===== src/rtl/cclk_divider.sv =====
module cclk_divider #(
  parameter int DIV_W = 8
) (
  input  logic        clk,
  input  logic        rst_n,
  input  logic        wr_en,
  input  logic [1:0]  wr_addr,
  input  logic [31:0] wr_data,
  input  logic        card_busy,
  input  logic        card_idle,
  output logic        cmd_start,
  output logic        card_clk
);
  localparam logic [1:0] A_DIV = 2'd0;
  localparam logic [1:0] A_ENA = 2'd2;
  localparam logic [1:0] A_CMD = 2'd3;

  logic [DIV_W-1:0] div_sh, div_act, cnt;
  logic ena_sh, lp_sh, ena_act, lp_act;
  logic start_q, wait_q, ph, byp_n;

  wire running  = ena_act & ~(lp_act & card_idle);
  wire apply    = start_q & ~(wait_q & card_busy) & ~ph;
  wire cmd_ok   = wr_en & (wr_addr == A_CMD) & wr_data[31] & wr_data[21];
  wire advance  = (div_act != '0) & (running | ph);
  wire cnt_last = (cnt == div_act - 1'b1);
  wire unused_wr = ^wr_data;

  always_ff @(posedge clk or negedge rst_n)
    if (!rst_n) begin
      div_sh <= '0;
      ena_sh <= 1'b0;
      lp_sh  <= 1'b0;
    end else if (wr_en) begin
      if (wr_addr == A_DIV) div_sh <= wr_data[DIV_W-1:0];
      if (wr_addr == A_ENA) begin
        ena_sh <= wr_data[0];
        lp_sh  <= wr_data[16];
      end
    end

  always_ff @(posedge clk or negedge rst_n)
    if (!rst_n) begin
      start_q <= 1'b0;
      wait_q  <= 1'b0;
    end else if (apply) begin
      start_q <= 1'b0;
    end else if (cmd_ok && !start_q) begin
      start_q <= 1'b1;
      wait_q  <= wr_data[13];
    end

  always_ff @(posedge clk or negedge rst_n)
    if (!rst_n) begin
      div_act <= '0;
      ena_act <= 1'b0;
      lp_act  <= 1'b0;
      cnt     <= '0;
      ph      <= 1'b0;
    end else if (apply) begin
      div_act <= div_sh;
      ena_act <= ena_sh;
      lp_act  <= lp_sh;
      cnt     <= '0;
    end else if (advance) begin
      if (cnt_last) begin
        cnt <= '0;
        ph  <= ~ph;
      end else begin
        cnt <= cnt + 1'b1;
      end
    end

  always_ff @(negedge clk or negedge rst_n)
    if (!rst_n) byp_n <= 1'b0;
    else        byp_n <= (div_act == '0) & running;

  assign cmd_start = start_q;
  assign card_clk  = byp_n ? clk : ph;
endmodule


===== config.mk =====
export PLATFORM = sky130hd
export DESIGN_NAME = cclk_divider
export DESIGN_NICKNAME = d
export VERILOG_FILES = /design/src/rtl/cclk_divider.sv
export SDC_FILE = /design/constraint.sdc
export NUM_CORES = 1
export LEC_CHECK = 0
export ABC_CLOCK_PERIOD_IN_PS = 1800
export BUFFER_PORTS_ARGS = -buffer_cell sky130_fd_sc_hd__buf_2
export CAP_MARGIN = 20
export CORE_MARGIN = 2
export CORE_UTILIZATION = 50
export CTS_BUF_LIST = sky130_fd_sc_hd__clkbuf_2
export CTS_CLUSTER_SIZE = 40
export DETAILED_ROUTE_END_ITERATION = 10
export PLACE_DENSITY = 0.8
export SLEW_MARGIN = 20
export SYNTH_ARGS = -nofsm -noshare
export SYNTH_HDL_FRONTEND = slang
export SYNTH_SLANG_ARGS = --single-unit

===== constraint.sdc =====
create_clock -name clk -period 1.8 [get_ports clk]
set_input_delay 0.27 -clock clk [delete_from_list [all_inputs] [get_ports clk]]
set_output_delay 0.27 -clock clk [all_outputs]
set_load 0.05 [all_outputs]

==> flow_metrics.py <==
metrics = {
    "floorplan": {
        "die_height_um": 63.0,
        "dieArea_um2": 3970,
        "start_util_pct": 52.1,
        "fp.dieW_um": 63.0,
        "core_area_um2": 3340,
        "fp-row-count": 21,
        "io_pins": 41,
    },
    "sta": {
        "finalWorstSetupSlack_ns": -0.577,
        "worst_pin_slew_ns": 0.443,
        "hold_viol_final": 0,
        "setup_viol": 13,
        "max_slew_margin_pct": 70.3,
        "setup_tns_ns": -2.17,
        "final_max_slew_viol_count": 0,
        "rsz0062_at_grt": "true",
        "skew_ns": 0.0509,
        "whs_ns": 0.0392,
    },
    "detailed_routing": {
        "postRouteAntennaNets": 0,
        "vias": 1503,
        "firstDrtPassIters": 4,
        "viasPerCell": 5.43,
        "drc_errors": 0,
        "wl_per_cell_um": 15.0,
        "wirelength_um": 4160,
        "drtIter0Drc": 98,
    },
    "setup_path": {
        "end_kind": "output pin",
        "crit_type": "flip-flop to output pin",
        "required_ns": 1.53,
        "reg2regPathDepth": 6,
        "critPathMaxFanout": 2,
        "arrival_ns": 2.11,
        "start_kind": "flip-flop",
    },
    "synth": {
        "synthTopCellsByArea": "dfrtp_1, mux2_2, nand2_1, xnor2_1, ha_1",
        "synth_area_um2": 1740,
        "postSynth.asyncResetShare_pct": 100,
        "yosys_warnings": 0,
        "synth-adder-area-share_pct": 2.16,
        "synthSimpleGateAreaFrac_pct": 20.5,
        "synth.avg_cell_area_um2": 10.7,
        "yosysUniqueCellTypes": 42,
        "synth_seq_area_share_pct": 46.0,
        "yosysTopAreaCell": "dfrtp_1",
        "yosysTopAreaCellShare_pct": 44.6,
        "ys_ff_latch": 32,
        "synth_compound_area_share_pct": 10.9,
        "syn_nets": 204,
        "synthXorXnorAreaFrac_pct": 5.04,
        "muxShareOfSynthArea_pct": 12.3,
        "synth_cells": 162,
        "yosys_most_used_dff": "dfrtp_1",
        "synth-edff-count": 0,
        "synth_top_family_by_area": "simple AND/OR/NAND/NOR gates",
    },
    "place": {
        "place_hpwl_um": 2870,
        "place.gp.congestion": 0.791,
        "io_buffers": 20,
    },
    "worst_hold_path": {
        "hold_class": "input pin to flip-flop",
        "whs_path_depth": 2,
    },
    "clocking": {
        "clkLatencyLatePin_ns": 0.46,
        "tritoncts": "built",
        "clkTransAtPathRegs_ns": 0.15,
    },
    "pwr": {
        "switching_share_pct": 26.7,
        "p_int_mw": 0.976,
        "power_density_nw_per_um2": 539,
        "combPwrFrac_pct": 10.1,
        "p_sw_mw": 0.355,
        "p_leak_nw": 1.11,
        "pwr-share-seq_pct": 60.2,
        "vdd_drop_max_uv": 669,
        "pwr-share-clk_pct": 29.7,
    },
    "global_route": {
        "grt_use_total_pct": 23.8,
        "grt_pass1_wl_um": 7010,
        "antenna_found_initial": 0,
        "grt_pass1_vias": 1602,
        "grt_max_degree": 32,
        "grt_overflow": 0,
    },
    "final_layout": {
        "antennaDiodeCount": 0,
        "drive_gt1_share_pct": 52.4,
        "final_cell_mix": "buf_4, dfrtp_1, nand2_1, mux2_2, buf_2",
        "area_delta_synth_final_pct": 41.9,
        "fillers": 223,
        "layout_commonest_cell": "buf_4",
        "nets": 273,
        "utilization_pct": 73.9,
    },
    "status": {
        "violations": "negative setup slack",
        "status": "finished, violations left",
    },
    "flow_run": {
        "drv_cap": 0,
    },
}
==> kinds of logic (layout without fill, tap and decap cells) <==
group	count (synthesis)	after routing
and+or+nand+nor	64	64
DFF	32	32
AOI/OAI and AO/OA	24	24
muxes	19	19
xor gates and xnor gates	10	10
buffers and inverters	10	79
adders and majority gates	3	3
==> cell type report <==
class                   count  area [um2]  share of cell area (%)
well taps                  46        57.6                    2.33
inverters                   6        22.5                   0.913
clock buffers               9        51.3                    2.08
clock inverters             2        12.5                   0.507
multi-input cells         120        1060                    43.0
repair buffers             62         455                    18.5
flip-flops and latches     32         807                    32.7
==> path summary, 6_finish.rpt <==
kind	startpoint	end	slack, ns
max	byp_n$_DFF_NN0_	card_clk	-0.58
min	wr_data[13]	wait_q$_DFFE_PN0P_	0.04
max in group asynchronous	rst_n	byp_n$_DFF_NN0_	0.74
min reg2reg	div_sh[1]$_DFFE_PN0P_	div_act[1]$_DFFE_PN0P_	0.52
min in group asynchronous	rst_n	lp_act$_DFFE_PN0P_	0.36
max reg2reg	cnt[7]$_DFFE_PN0P_	cnt[2]$_DFFE_PN0P_	-0.22
==> Yosys cell counts, drive strengths merged, types with 5 or more instances <==
master,count
inv,6
nand2,20
dfrtp,31
nor2,10
o21ai,6
xnor2,7
mux2,19
nor4,6
or2,5
==> metal layers <==
metal / wire [um] / vias to the layer above / GRT usage (%) / share of wire, %
met5: 0 / - / 0 / 0
met4: 114 / 0 / 14.7 / 2.7
met3: 152 / 10 / 9.37 / 3.7
met2: 2190 / 28 / 37.8 / 53
met1: 1700 / 746 / 26.6 / 41
li1: - / 719 / - / -
==> per-stage QoR <==
stage	setup slack, ns	power (mW)	cell area [um2]	instances
floorplan	-0.0703	0.879	1800	162
global placement	-0.220	0.926	2110	249
detailed placement	-0.256	0.940	2110	249
CTS	-0.606	1.35	2340	266
global route	-0.662	1.41	2470	277
finish	-0.577	1.33	2470	277
==> power by group through the flow <==
stage | logic, mW | registers [mW] | clock network (mW)
floorplan | 0.0566 | 0.822 | 0.000493
global placement | 0.115 | 0.811 | 0.000493
global route | 0.148 | 0.811 | 0.449
detailed placement | 0.122 | 0.817 | 0.000493
finish | 0.134 | 0.802 | 0.395
CTS | 0.127 | 0.803 | 0.417
==> what timing repair did <==
item	4_1_cts	5_1_grt
hold buffers	3	6
resized for setup	28	8
pin swaps	16	5
endpoints found under the setup margin	13	13
setup buffers	4	5
endpoints found under the hold margin	33	6
==> registers in the layout (all words and copies together) (netlist names) <==
| signal | count |
|---|---|
| cnt | 8 |
| div_act | 8 |
| div_sh | 8 |
| byp_n | 1 |
| cmd_start | 1 |
| ena_act | 1 |
| ena_sh | 1 |
| lp_act | 1 |
| lp_sh | 1 |
| ph | 1 |
| wait_q | 1 |
==> worst max-delay path, stage by stage, from the launching register on <==
cell	delay (ns)
dfrtn_1	0.48
nand2_2	0.08
o21ai_4	0.06
buf_6	0.17
No activity file was read; power rests on OpenSTA's default activity.
